<file path="config.mk">
export PLATFORM = sky130hd
export DESIGN_NAME = rom_prefetch_buf
export DESIGN_NICKNAME = d
export VERILOG_FILES = /design/src/rtl/rom_prefetch_buf.sv
export SDC_FILE = /design/constraint.sdc
export NUM_CORES = 1
export LEC_CHECK = 0
export BUFFER_PORTS_ARGS = -buffer_cell sky130_fd_sc_hd__buf_2
export CORE_MARGIN = 10
export CORE_UTILIZATION = 40
export DETAILED_ROUTE_END_ITERATION = 8
export GPL_TIMING_DRIVEN = 0
export MAX_ROUTING_LAYER = met4
export PLACE_DENSITY = 0.74
export SLEW_MARGIN = 20
export SYNTH_ARGS = -nofsm -noshare
export SYNTH_HDL_FRONTEND = slang
export SYNTH_SLANG_ARGS = --single-unit
</file>
<file path="constraint.sdc">
create_clock -name clk -period 1.4 [get_ports clk]
set_clock_uncertainty 0.2 [all_clocks]
set_input_delay 0.42 -clock clk [delete_from_list [all_inputs] [get_ports clk]]
set_output_delay 0.42 -clock clk [all_outputs]
set_load 0.01 [all_outputs]
</file>
<file path="src/rtl/rom_prefetch_buf.sv">
module rom_prefetch_buf #(
  parameter int PTR_W  = 16,
  parameter int BANK_W = 8,
  parameter int DATA_W = 8,
  localparam int ADDR_W = PTR_W + BANK_W
) (
  input  logic              clk,
  input  logic              rst_n,
  input  logic              ptr_wr,
  input  logic [PTR_W-1:0]  ptr_wdata,
  input  logic              bank_wr,
  input  logic [BANK_W-1:0] bank_wdata,
  input  logic              rd_req,
  output logic              core_stall,
  output logic [DATA_W-1:0] rd_data,
  output logic              busy,
  input  logic              rom_grant,
  output logic              rom_req,
  output logic [ADDR_W-1:0] rom_addr,
  input  logic              rom_ack,
  input  logic [DATA_W-1:0] rom_rdata
);

  logic [PTR_W-1:0]  ptr_q;
  logic [BANK_W-1:0] bank_q;
  logic [ADDR_W-1:0] addr_q;
  logic [DATA_W-1:0] data_q;
  logic              pend_q;
  logic              inflt_q;
  logic              issue;
  logic              done;

  // pend_q: a fetch is wanted that has not yet been sent to the ROM
  assign issue      = pend_q && !inflt_q && rom_grant;
  assign rom_req    = inflt_q && rom_grant;
  assign done       = rom_req && rom_ack;
  assign busy       = pend_q || inflt_q;
  assign core_stall = busy && (rd_req || bank_wr);
  assign rd_data    = data_q;
  assign rom_addr   = addr_q;

  always_ff @(posedge clk) begin
    if (!rst_n) begin
      ptr_q   <= '0;
      bank_q  <= '0;
      addr_q  <= '0;
      data_q  <= '0;
      pend_q  <= 1'b0;
      inflt_q <= 1'b0;
    end else begin
      if (ptr_wr)
        ptr_q <= ptr_wdata;
      if (bank_wr && !busy)
        bank_q <= bank_wdata;
      if (ptr_wr)
        pend_q <= 1'b1;
      else if (issue)
        pend_q <= 1'b0;
      if (issue) begin
        addr_q  <= {bank_q, ptr_q};
        inflt_q <= 1'b1;
      end else if (done) begin
        inflt_q <= 1'b0;
      end
      if (done)
        data_q <= rom_rdata;
    end
  end

endmodule

</file>
==> key figures <==
Clock tree
  – Sink Count: 58
  – CTS root buf: clkbuf_8
  – CTS tree: built
  – Cts hold-fix bufs: 0
  – TritonCTS Buffers: 9
  – Clock Latency Late Sink: between 300 and 400 ps
  – Clk slew on worst S/H paths: 60 ps
  – CTS max path bufs: 2
  – # H-tree levels: 3

Timing
  – Min Tclk post-route: 1759 ps
  – Fmax: approximately 570 MHz
  – Total negative slack: -4819 ps
  – Max Slew Vio Count: 0
  – RSZ-0062 raised after global routing: true
  – Worst slew margin: between 60% and 70%
  – Tcrit/Tclk final: 125.7%
  – Final hold slack: around 110 ps
  – Worst-margin pin slew: about 580 ps
  – Final setup violating endpoints: 36
  – Final Hold Viols: 0
  – Worst setup margin: -359.2 ps

Placement
  – GPL Wtd Cong: approximately 0.75
  – DP Cell Count: approximately 370
  – Setup WS pre-CTS: -183.9 ps
  – Detailed-placement wirelength estimate: just over 4 mm
  – # port buffers: 71

Die
  – Die Area: 8683 sq um
  – Die Width: between 90 and 100 um
  – IO Pins: 74
  – Initial Util: 41.67%
  – Cell row count: 26
  – Die Y: 93.18 um
  – Total core area: 5140 sq um

Yosys
  – Top cells by area, synth: dfxtp_1, nand3_1, o21ai_0, mux2i_1, nand2_1
  – Synth area leader: dfxtp_1
  – Yosys cell types: 20
  – Syn_area_per_cell: 9.193 sq um
  – Syn_nets: about 270
  – Sequential area share after synthesis: between 50% and 60%
  – Share of the synthesized area in the top cell type: about 54%
  – Synth Instances: ~230
  – Seq cells post-synth: between 50 and 60
  – Synth Cell Area: ~2100 sq um
  – Synth warnings: 0

Detailed routing
  – DRC viols: 0
  – Starting DRT DRC Count: 89
  – Vias per cell: approximately 4.7
  – Detailed Route WL: 6.033 mm
  – Drt pass-1 iters: 4
  – Antenna-violating nets left: 0
  – Vias: approximately 1.9k
  – WL/cell: approximately 15 um

Worst setup path
  – Crit-path max FO: 2
  – Worst path slowest cell: dfxtp_4
  – Crit path DAT: roughly 1100 ps
  – Crit path largest cell delay: ~350 ps
  – Startpoint types: register
  – Cells along the critical path: or2_4, o21a_1, buf_2
  – Worst endpoint required time: 780 ps
  – Setup crit end kind: output port
  – Crit Path Class: reg -> out

Global route
  – First-pass GRT wire length: ~9.8 mm
  – Largest net degree at the start of global routing: 11
  – Antenna violations before repair: 0
  – Grt ovf: 0
  – Total track usage: 14.51%
  – Vias in the first global route: just over 2k

Run
  – Max-cap violations: 0

Finish
  – Diode count: 0
  – Fin nets: about 370
  – Non-Filler Instances: just over 400
  – Share of layout cells above drive strength 1: 49.70%
  – Area Growth Syn to Fin: 56.37%
  – Filler instances: around 460

Outcome
  – Status: finished with violations
  – Failing checks: setup timing

Power and ir drop
  – Worst IR Drop VDD: about 0.76 mV
  – Total chip power: between 3000 and 4000 uW
  – Pleak: 0.001423 uW
  – Pwr dens: 1060 nW/um^2

Hold path
  – Hold WC Path Type: in -> reg
[routing by layer]
metal  track usage, %  part of all wire [%]  vias up
met5                -                     0        -
met4            6.041                   1.8        0
met3            5.596                   5.7       11
met2            22.72                    49       49
met1            16.25                    43      877
li1                 -                     -      989
[where the power goes]
group          total, uW  internal, uW  switching, uW
registers           1740          1710           31.7
logic                410           211            199
clock network       1400           783            614
[repair_timing]
action,CTS,global route
setup endpoints to repair,61,66
resized for setup,83,52
cloned,0,2
buffers inserted,6,11
endpoints found under the hold margin,0,0
pin swaps,1,5
[kinds of logic (layout without fill, tap and decap cells)]
group	count (synthesis)	count (layout)	synth area share, %
muxes	16	16	7.476
AOI/OAI and AO/OA	43	43	10.28
buffers and inverters	19	124	4.848
DFF	58	58	54.21
and+or+nand+nor	97	97	23.19
[registers in the layout, summed over array words and instances, names as in the netlist]
register	cells
rom_addr	24
ptr_q	16
bank_q	8
rd_data	8
inflt_q	1
pend_q	1
[final timing paths]
| check | slack, ps | from | depth (start not counted) | endpoint |
|---|---|---|---|---|
| worst max register to register | -190 | inflt_q | 8 | rom_addr[11] |
| worst min register to register | 230 | ptr_q[1] | 2 | rom_addr[1] |
| worst min-delay path | 110 | bank_wdata[4] | 3 | bank_q[4] |
| worst max-delay path | -360 | pend_q | 3 | core_stall |
[cell usage in the layout (no fill, tap or decap), drive strengths merged]
cell / netlist / layout
nand2b: 1 / 1
dfxtp: 58 / 58
o21a: 1 / 1
mux2i: 16 / 16
nand3: 41 / 41
and2: 1 / 1
or2: 1 / 1
clkinv: 0 / 2
nand2: 34 / 34
buf: 10 / 98
clkbuf: 9 / 24
nand3b: 1 / 1
nor2b: 17 / 17
o21ai: 40 / 40
nor3b: 1 / 1
a21boi: 1 / 1
a21oi: 1 / 1
[critical path, delay by kind of cell, from the launching register on]
kind            cells  cell delay [ps]
buf+inv             1              130
simple gates        1              240
compound gates      1               90
flops               1              350
[through the flow]
step | instance area, sq um | util, %
floorplan | 2145 | -
global placement | 2587 | 50.34
detailed placement | 2587 | 50.34
CTS | 3072 | 59.76
global route | 3349 | 65.17
finish | 3349 | 65.17
[layout make-up]
cell class | instances | area (sq um) | share of cell area, %
multi-input combinational | 156 | 969.7 | 28.95
clock buffer | 14 | 172.7 | 5.155
tap | 70 | 87.58 | 2.615
sequential | 58 | 1209 | 36.09
timing repair buffer | 90 | 774.5 | 23.12
buffer | 18 | 126.4 | 3.773
clock inverter | 2 | 10.01 | 0.2988
[synth_stat cells]
library cell and number:
mux2i_1 16, and2_1 1, o21ai_0 40, buf_6 3
nand2b_1 1, buf_1 2, nand2_1 34, a21oi_1 1
nor2b_1 17, buf_2 4, buf_4 1, dfxtp_1 58
a21boi_0 1, o21a_1 1, nor3b_4 1, clkbuf_1 8
or2_2 1, clkbuf_2 1, nand3_1 41, nand3b_4 1
Note: power is estimated with default switching activity, not from simulation.
